### config.mk
export PLATFORM = sky130hd
export DESIGN_NAME = nvm_ctrl_unit
export DESIGN_NICKNAME = d
export VERILOG_FILES = /design/src/rtl/nvm_pkg.sv /design/src/rtl/nvm_array.sv /design/src/rtl/nvm_seq.sv /design/src/rtl/nvm_regs.sv /design/src/rtl/nvm_ctrl_unit.sv
export SDC_FILE = /design/constraint.sdc
export NUM_CORES = 1
export LEC_CHECK = 0
export CAP_MARGIN = 10
export CORE_MARGIN = 2
export CORE_UTILIZATION = 50
export DETAILED_ROUTE_END_ITERATION = 8
export PLACE_DENSITY = 0.66
export RECOVER_POWER = 50
export SLEW_MARGIN = 20
export SYNTH_ARGS = -nofsm -noshare
export SYNTH_HDL_FRONTEND = slang
export SYNTH_SLANG_ARGS = --single-unit
### constraint.sdc
create_clock -name clk -period 3.3 [get_ports clk]
set_clock_uncertainty 0.15 [all_clocks]
set_input_delay 0.825 -clock clk [delete_from_list [all_inputs] [get_ports clk]]
set_output_delay 0.825 -clock clk [all_outputs]
set_load 0.01 [all_outputs]
### src/rtl/nvm_pkg.sv
package nvm_pkg;

    typedef enum logic [1:0] {
        SEL_ADDR = 2'd0,
        SEL_DATA = 2'd1,
        SEL_CTRL = 2'd2,
        SEL_NONE = 2'd3
    } reg_sel_e;

    typedef enum logic [1:0] {
        OP_IDLE  = 2'd0,
        OP_READ  = 2'd1,
        OP_WRITE = 2'd2
    } op_e;

    // control byte bit positions
    localparam int unsigned CB_RD_GO = 0;
    localparam int unsigned CB_RD_EN = 1;
    localparam int unsigned CB_WR_GO = 2;
    localparam int unsigned CB_WR_EN = 3;

    typedef struct packed {
        logic wr_en;
        logic wr_go;
        logic rd_en;
        logic rd_go;
    } ctrl_view_t;

    function automatic ctrl_view_t make_view(logic rd_en, logic wr_en, op_e op);
        ctrl_view_t v;
        v.wr_en = wr_en;
        v.wr_go = (op == OP_WRITE);
        v.rd_en = rd_en;
        v.rd_go = (op == OP_READ);
        return v;
    endfunction

endpackage

### src/rtl/nvm_array.sv
module nvm_array #(
    parameter int unsigned AW = 6,
    parameter int unsigned DW = 8
) (
    input  logic          clk,
    input  logic          rst,
    input  logic          we,
    input  logic [AW-1:0] addr,
    input  logic [DW-1:0] wdata,
    output logic [DW-1:0] rdata
);
    localparam int unsigned DEPTH = 1 << AW;

    logic [DW-1:0] cells [DEPTH];

    for (genvar g = 0; g < DEPTH; g++) begin : g_cell
        always_ff @(posedge clk) begin
            if (rst) begin
                cells[g] <= '0;
            end else if (we && (addr == AW'(g))) begin
                cells[g] <= wdata;
            end
        end
    end

    assign rdata = cells[addr];

endmodule

### src/rtl/nvm_seq.sv
module nvm_seq
    import nvm_pkg::*;
#(
    parameter int unsigned AW        = 6,
    parameter int unsigned DW        = 8,
    parameter int unsigned WR_CYCLES = 32,
    parameter int unsigned RD_CYCLES = 2
) (
    input  logic          clk,
    input  logic          rst,
    input  logic          start_rd,
    input  logic          start_wr,
    input  logic [AW-1:0] addr_in,
    input  logic [DW-1:0] data_in,
    input  logic          lp_req,
    output op_e           op,
    output logic          busy,
    output logic          rd_done,
    output logic          mem_we,
    output logic [AW-1:0] mem_addr,
    output logic [DW-1:0] mem_wdata,
    output logic          fail
);
    localparam int unsigned MAXC = (WR_CYCLES > RD_CYCLES) ? WR_CYCLES : RD_CYCLES;
    localparam int unsigned CW   = $clog2(MAXC + 1);

    op_e           op_q;
    logic [CW-1:0] cnt_q;
    logic [AW-1:0] a_q;
    logic [DW-1:0] d_q;
    logic          fail_q;
    logic          last;

    assign busy = (op_q != OP_IDLE);
    assign last = busy && !lp_req && (cnt_q == '0);

    always_ff @(posedge clk) begin
        if (rst) begin
            op_q   <= OP_IDLE;
            cnt_q  <= '0;
            a_q    <= '0;
            d_q    <= '0;
            fail_q <= 1'b0;
        end else if (busy) begin
            if (lp_req) begin
                op_q   <= OP_IDLE;
                fail_q <= 1'b1;
            end else if (cnt_q == '0) begin
                op_q <= OP_IDLE;
            end else begin
                cnt_q <= cnt_q - 1'b1;
            end
        end else if (start_wr) begin
            op_q   <= OP_WRITE;
            cnt_q  <= CW'(WR_CYCLES - 1);
            a_q    <= addr_in;
            d_q    <= data_in;
            fail_q <= 1'b0;
        end else if (start_rd) begin
            op_q   <= OP_READ;
            cnt_q  <= CW'(RD_CYCLES - 1);
            a_q    <= addr_in;
            fail_q <= 1'b0;
        end
    end

    assign op        = op_q;
    assign rd_done   = last && (op_q == OP_READ);
    assign mem_we    = last && (op_q == OP_WRITE);
    assign mem_addr  = a_q;
    assign mem_wdata = d_q;
    assign fail      = fail_q;

    p_abort_ends_op_r9: assert property (@(posedge clk) disable iff (rst)
        busy && lp_req |=> !busy && fail);

    p_latched_addr_hold_r8: assert property (@(posedge clk) disable iff (rst)
        busy |=> $stable(a_q));

    p_finish_goes_idle_r4: assert property (@(posedge clk) disable iff (rst)
        busy && !lp_req && (cnt_q == '0) |=> !busy);

    p_idle_lp_no_fail_r10: assert property (@(posedge clk) disable iff (rst)
        !busy && !start_rd && !start_wr |=> $stable(fail_q));

endmodule

### src/rtl/nvm_regs.sv
module nvm_regs
    import nvm_pkg::*;
#(
    parameter int unsigned AW = 6,
    parameter int unsigned DW = 8
) (
    input  logic          clk,
    input  logic          rst,
    input  logic          bank_sel,
    input  logic          bus_we,
    input  logic [1:0]    bus_sel,
    input  logic [DW-1:0] bus_wdata,
    output logic [DW-1:0] bus_rdata,
    input  op_e           op,
    input  logic          busy,
    input  logic          rd_done,
    input  logic [DW-1:0] rd_byte,
    output logic          start_rd,
    output logic          start_wr,
    output logic [AW-1:0] addr_q,
    output logic [DW-1:0] data_q
);
    reg_sel_e   sel;
    logic       ctrl_wr;
    logic       rd_en_q;
    logic       wr_en_q;
    logic       armed_q;
    ctrl_view_t view;

    assign sel     = reg_sel_e'(bus_sel);
    assign ctrl_wr = bus_we && bank_sel && (sel == SEL_CTRL);

    assign start_wr = ctrl_wr && !busy && armed_q
                    && bus_wdata[CB_WR_EN] && bus_wdata[CB_WR_GO];
    assign start_rd = ctrl_wr && !busy && !start_wr
                    && rd_en_q && bus_wdata[CB_RD_GO];

    always_ff @(posedge clk) begin
        if (rst) begin
            addr_q  <= '0;
            data_q  <= '0;
            rd_en_q <= 1'b0;
            wr_en_q <= 1'b0;
            armed_q <= 1'b0;
        end else begin
            if (bus_we) begin
                armed_q <= ctrl_wr && bus_wdata[CB_WR_EN];
            end
            if (ctrl_wr) begin
                rd_en_q <= bus_wdata[CB_RD_EN];
                wr_en_q <= bus_wdata[CB_WR_EN];
            end
            if (bus_we && (sel == SEL_ADDR)) begin
                addr_q <= bus_wdata[AW-1:0];
            end
            if (rd_done) begin
                data_q <= rd_byte;
            end else if (bus_we && (sel == SEL_DATA)) begin
                data_q <= bus_wdata;
            end
        end
    end

    assign view = make_view(rd_en_q, wr_en_q, op);

    always_comb begin
        unique case (sel)
            SEL_ADDR: bus_rdata = DW'(addr_q);
            SEL_DATA: bus_rdata = data_q;
            SEL_CTRL: bus_rdata = bank_sel ? DW'(view) : '0;
            default:  bus_rdata = '0;
        endcase
    end

    p_rd_start_needs_en_r3: assert property (@(posedge clk) disable iff (rst)
        start_rd |-> rd_en_q);

    p_wr_start_needs_arm_r5: assert property (@(posedge clk) disable iff (rst)
        start_wr |-> wr_en_q && armed_q);

    p_bank0_ctrl_ignored_r2: assert property (@(posedge clk) disable iff (rst)
        bus_we && !bank_sel && (sel == SEL_CTRL) |=> $stable({rd_en_q, wr_en_q}));

    p_zero_ctrl_clears_r7: assert property (@(posedge clk) disable iff (rst)
        ctrl_wr && (bus_wdata == '0) |=> !rd_en_q && !wr_en_q);

    p_no_start_when_busy_r8: assert property (@(posedge clk) disable iff (rst)
        busy |-> !(start_rd || start_wr));

endmodule

### src/rtl/nvm_ctrl_unit.sv
module nvm_ctrl_unit
    import nvm_pkg::*;
#(
    parameter int unsigned AW        = 6,
    parameter int unsigned DW        = 8,
    parameter int unsigned WR_CYCLES = 32,
    parameter int unsigned RD_CYCLES = 2
) (
    input  logic          clk,
    input  logic          rst,
    input  logic          bank_sel,
    input  logic          bus_we,
    input  logic [1:0]    bus_sel,
    input  logic [DW-1:0] bus_wdata,
    output logic [DW-1:0] bus_rdata,
    input  logic          lp_req,
    output logic          fail_flag
);
    op_e           op;
    logic          busy;
    logic          rd_done;
    logic          start_rd;
    logic          start_wr;
    logic [AW-1:0] addr_q;
    logic [DW-1:0] data_q;
    logic          mem_we;
    logic [AW-1:0] mem_addr;
    logic [DW-1:0] mem_wdata;
    logic [DW-1:0] mem_rdata;

    nvm_regs #(.AW(AW), .DW(DW)) u_regs (
        .clk       (clk),
        .rst       (rst),
        .bank_sel  (bank_sel),
        .bus_we    (bus_we),
        .bus_sel   (bus_sel),
        .bus_wdata (bus_wdata),
        .bus_rdata (bus_rdata),
        .op        (op),
        .busy      (busy),
        .rd_done   (rd_done),
        .rd_byte   (mem_rdata),
        .start_rd  (start_rd),
        .start_wr  (start_wr),
        .addr_q    (addr_q),
        .data_q    (data_q)
    );

    nvm_seq #(.AW(AW), .DW(DW), .WR_CYCLES(WR_CYCLES), .RD_CYCLES(RD_CYCLES)) u_seq (
        .clk       (clk),
        .rst       (rst),
        .start_rd  (start_rd),
        .start_wr  (start_wr),
        .addr_in   (addr_q),
        .data_in   (data_q),
        .lp_req    (lp_req),
        .op        (op),
        .busy      (busy),
        .rd_done   (rd_done),
        .mem_we    (mem_we),
        .mem_addr  (mem_addr),
        .mem_wdata (mem_wdata),
        .fail      (fail_flag)
    );

    nvm_array #(.AW(AW), .DW(DW)) u_array (
        .clk   (clk),
        .rst   (rst),
        .we    (mem_we),
        .addr  (mem_addr),
        .wdata (mem_wdata),
        .rdata (mem_rdata)
    );

endmodule

==> flow_summary.yaml <==
outcome:
  outcome: "finished clean"
cts:
  cts_hold_buf: 0
  cts.clk_slew.worst_paths_ns: 0.06
  clockBufferDepth: 3
  clockRootBuffer: "clkbuf_16"
  cts_inserted_buffers: 57
  cts_tree: "done"
  cts.sinks: 558
  clk_latency_ns: 0.63
  cts-htree-levels: 2
synth:
  synth-seq-area-share: 0.628
  netlist_instances: 1840
  synthesis.nets: 1857
  synthArstFlopShare: 0
  synth_edf_count: 512
  yosysWarnings: 0
  synth_cell_types: 44
  yosysMostFrequentCell: "and2_1"
  ys_ff_latch: 558
  avgSynthCellArea_um2: 14.1
  synth.area.top_cells: "edfxtp_1 (59%), and2_1 (12%), mux4_2 (8.9%), mux2i_1 (3.6%), dfxtp_1 (3.5%)"
  synthesis.area_um2: 26000
  ys_top_cells_by_count: "and2_1 (514), edfxtp_1 (512), nor2_1 (117)"
  ys.flop_type: "edfxtp_1"
  synth_top_area_frac: 0.592
  synth_area_leader_cell: "edfxtp_1"
min_path:
  min_path_type: "reg -> reg"
  holdCritStartpoint: "u_regs.wr_en_q$_SDFFE_PP0N_"
layout:
  nets: 1978
  diodes: 0
  area_growth_pct: 13.9
  multi_input_area_um2: 9090
  nFillCells: 4166
  drive_gt1_frac: 0.186
  post-route-cell-area_um2: 29600
  seq_area_um2: 16300
sta:
  worst_slew_pin_slew_ns: 0.920
  period_share: 0.974
  worst_slack_ns: 0.0861
  fmax_ghz: 0.311
  slew_headroom: 0.386
  tns_ns: 0
  setup_viol: 0
  rsz0062_at_grt: "false"
  slew_viol_final: 0
  hold_viol: 0
  period_minus_slack_ns: 3.21
route:
  final_antenna_net_count: 0
  avgRoutedWirePerCell_um: 24.7
  drt-initial-drc-count: 1405
  via_per_inst: 5.80
  first_pass_iters: 7
  routed_wl_um: 66300
  drcViolationCount: 0
  routed-via-count: 15600
worst_setup_path:
  arrival_ns: 3.36
  cp-end-kind: "flip-flop"
  cp_data_required_time_ns: 3.45
  startpoint: "u_seq.cnt_q[0]$_SDFFE_PP0P_"
  crit-reg2reg-launch: "u_seq.cnt_q[0]$_SDFFE_PP0P_"
  path_class: "reg -> reg"
  cp_max_fo: 8
  worstSetupStartpointType: "flip-flop"
global_routing:
  grt_pass1_wl_um: 101000
  grt_antenna_before_repair: 0
  grt_start_max_net_pins: 70
  grt_pass1_vias: 16100
  grt_use_total: 0.254
  grt.overflow.total: 0
power_and_ir_drop:
  p_leak_nw: 9.84
  powerDensity_nw_per_um2: 511
  pwr-share-seq: 0.536
  power.total_mw: 15.1
  cell_internal_pwr_mw: 12.0
  clockPowerShare: 0.432
  netSwitchingFraction: 0.206
  switchingPower_mw: 3.12
  combPwrFrac: 0.032
  ir_drop_uv: 418
die:
  core_um2: 51300
  rows: 83
  dieWidth_um: 232
  dieArea_um2: 53800
  initial_core_util: 0.506
  die_h_um: 232
  io_pins: 24
placed_design:
  gp_congestion: 0.913
  dp_slack_ns: -0.0966
  postPlaceCellArea_um2: 28000
  io_buffers: 23
  hpwl_um: 44800
run:
  maxCapViolCount: 0
[power groups by stage]
stage,registers (mW),logic (mW),clock network (mW)
6_report,8.10,0.485,6.52
5_1_grt,8.13,0.517,6.89
4_1_cts,8.10,0.502,6.62
3_5_place_dp,8.25,0.500,0
3_3_place_gp,8.24,0.492,0
2_1_floorplan,8.20,0.286,0
[layout by cell type (no fill, tap or decap), types with 7 or more instances in the layout]
cell / count
nand3_1: 13
o21ai_0: 15
and2_0: 127
clkdlybuf4s50_1: 13
nor2_1: 117
and2_1: 387
a21oi_1: 17
clkinv_2: 11
mux4_2: 103
clkbuf_8: 7
dfxtp_2: 8
nor2b_1: 11
clkbuf_2: 35
clkbuf_16: 60
nand2b_1: 9
nand2_1: 14
buf_4: 87
clkinv_1: 7
clkbuf_1: 63
mux2_2: 27
inv_1: 7
o22ai_1: 21
nand3b_1: 7
nor3_1: 26
a22o_1: 12
o21bai_1: 65
edfxtp_1: 512
dfxtp_1: 34
a211oi_1: 12
buf_12: 8
nor4_1: 7
mux2i_1: 92
[state kept, by name, summed over array words and instances, names as in the netlist, named ones only]
name / count
u_array.cells: 512
u_regs.addr_q: 6
u_regs.armed_q: 1
u_regs.data_q: 8
u_regs.rd_en_q: 1
u_regs.wr_en_q: 1
u_seq.cnt_q: 6
u_seq.fail: 1
u_seq.mem_addr: 6
u_seq.mem_wdata: 8
u_seq.op: 2
[per-stage QoR]
stage	utilization	cells	hold WS [ns]
floorplan	-	1840	0.286
global placement	0.545	2581	0.314
detailed placement	0.545	2581	0.325
CTS	0.582	2689	0.333
global route	0.577	2689	0.359
finish	0.577	2689	0.337
[worst max-delay path, cell delays in order, from the launching register on]
cell	delay, ns
dfxtp_1	0.34
inv_1	0.10
ha_1	0.21
or4b_1	0.61
nor4_4	0.43
nand4_1	0.15
clkbuf_1	0.37
o21bai_1	0.26
buf_2	0.27
[worst paths after layout]
kind / slack (ns) / to / depth (start not counted)
hold reg to reg: 0.34 / u_regs.wr_en_q$_SDFFE_PP0N_ / 2
setup reg to reg: 0.09 / u_array.cells[45][5]$_SDFFCE_PN0P_ / 8
setup / recovery: 0.09 / u_array.cells[45][5]$_SDFFCE_PN0P_ / 8
hold / removal: 0.34 / u_regs.wr_en_q$_SDFFE_PP0N_ / 2
[cells by family (layout without fill, tap and decap cells)]
| kind of cell | after synthesis | in the layout | share of synthesized area |
|---|---|---|---|
| AND/OR/NAND/NOR | 741 | 741 | 0.166 |
| flip-flops | 558 | 558 | 0.628 |
| multiplexers | 223 | 223 | 0.137 |
| AO/OA/AOI/OAI | 166 | 166 | 0.0452 |
| buffers and inverters | 149 | 318 | 0.0224 |
| adder cells (fa/ha/maj) | 2 | 2 | 0.000964 |
| XOR/XNOR | 1 | 1 | 0.000337 |
[area by class of cell]
cell class                      instances  share of cell area
Sequential cell                       558               0.552
Multi-Input combinational cell       1133               0.307
Clock buffer                           79              0.0555
Timing Repair Buffer                  204              0.0474
Tap cell                              680              0.0288
Clock inverter                         28             0.00842
Inverter                                7            0.000888
[repair_timing]
| item | CTS | global route |
|---|---|---|
| endpoints found under the setup margin | 6 | 2 |
| gates resized for setup | 6 | 3 |
| setup buffers | 1 | 0 |
| pin swaps | 0 | 0 |
[metal layers]
metal / GRT usage / vias up / wire length [µm]
met5: 0 / - / 0
met4: 0.0938 / 0 / 2290
met3: 0.0431 / 123 / 4410
met2: 0.417 / 563 / 32000
met1: 0.342 / 7908 / 27600
li1: - / 7010 / -
Note: power is estimated with default switching activity, not from simulation.
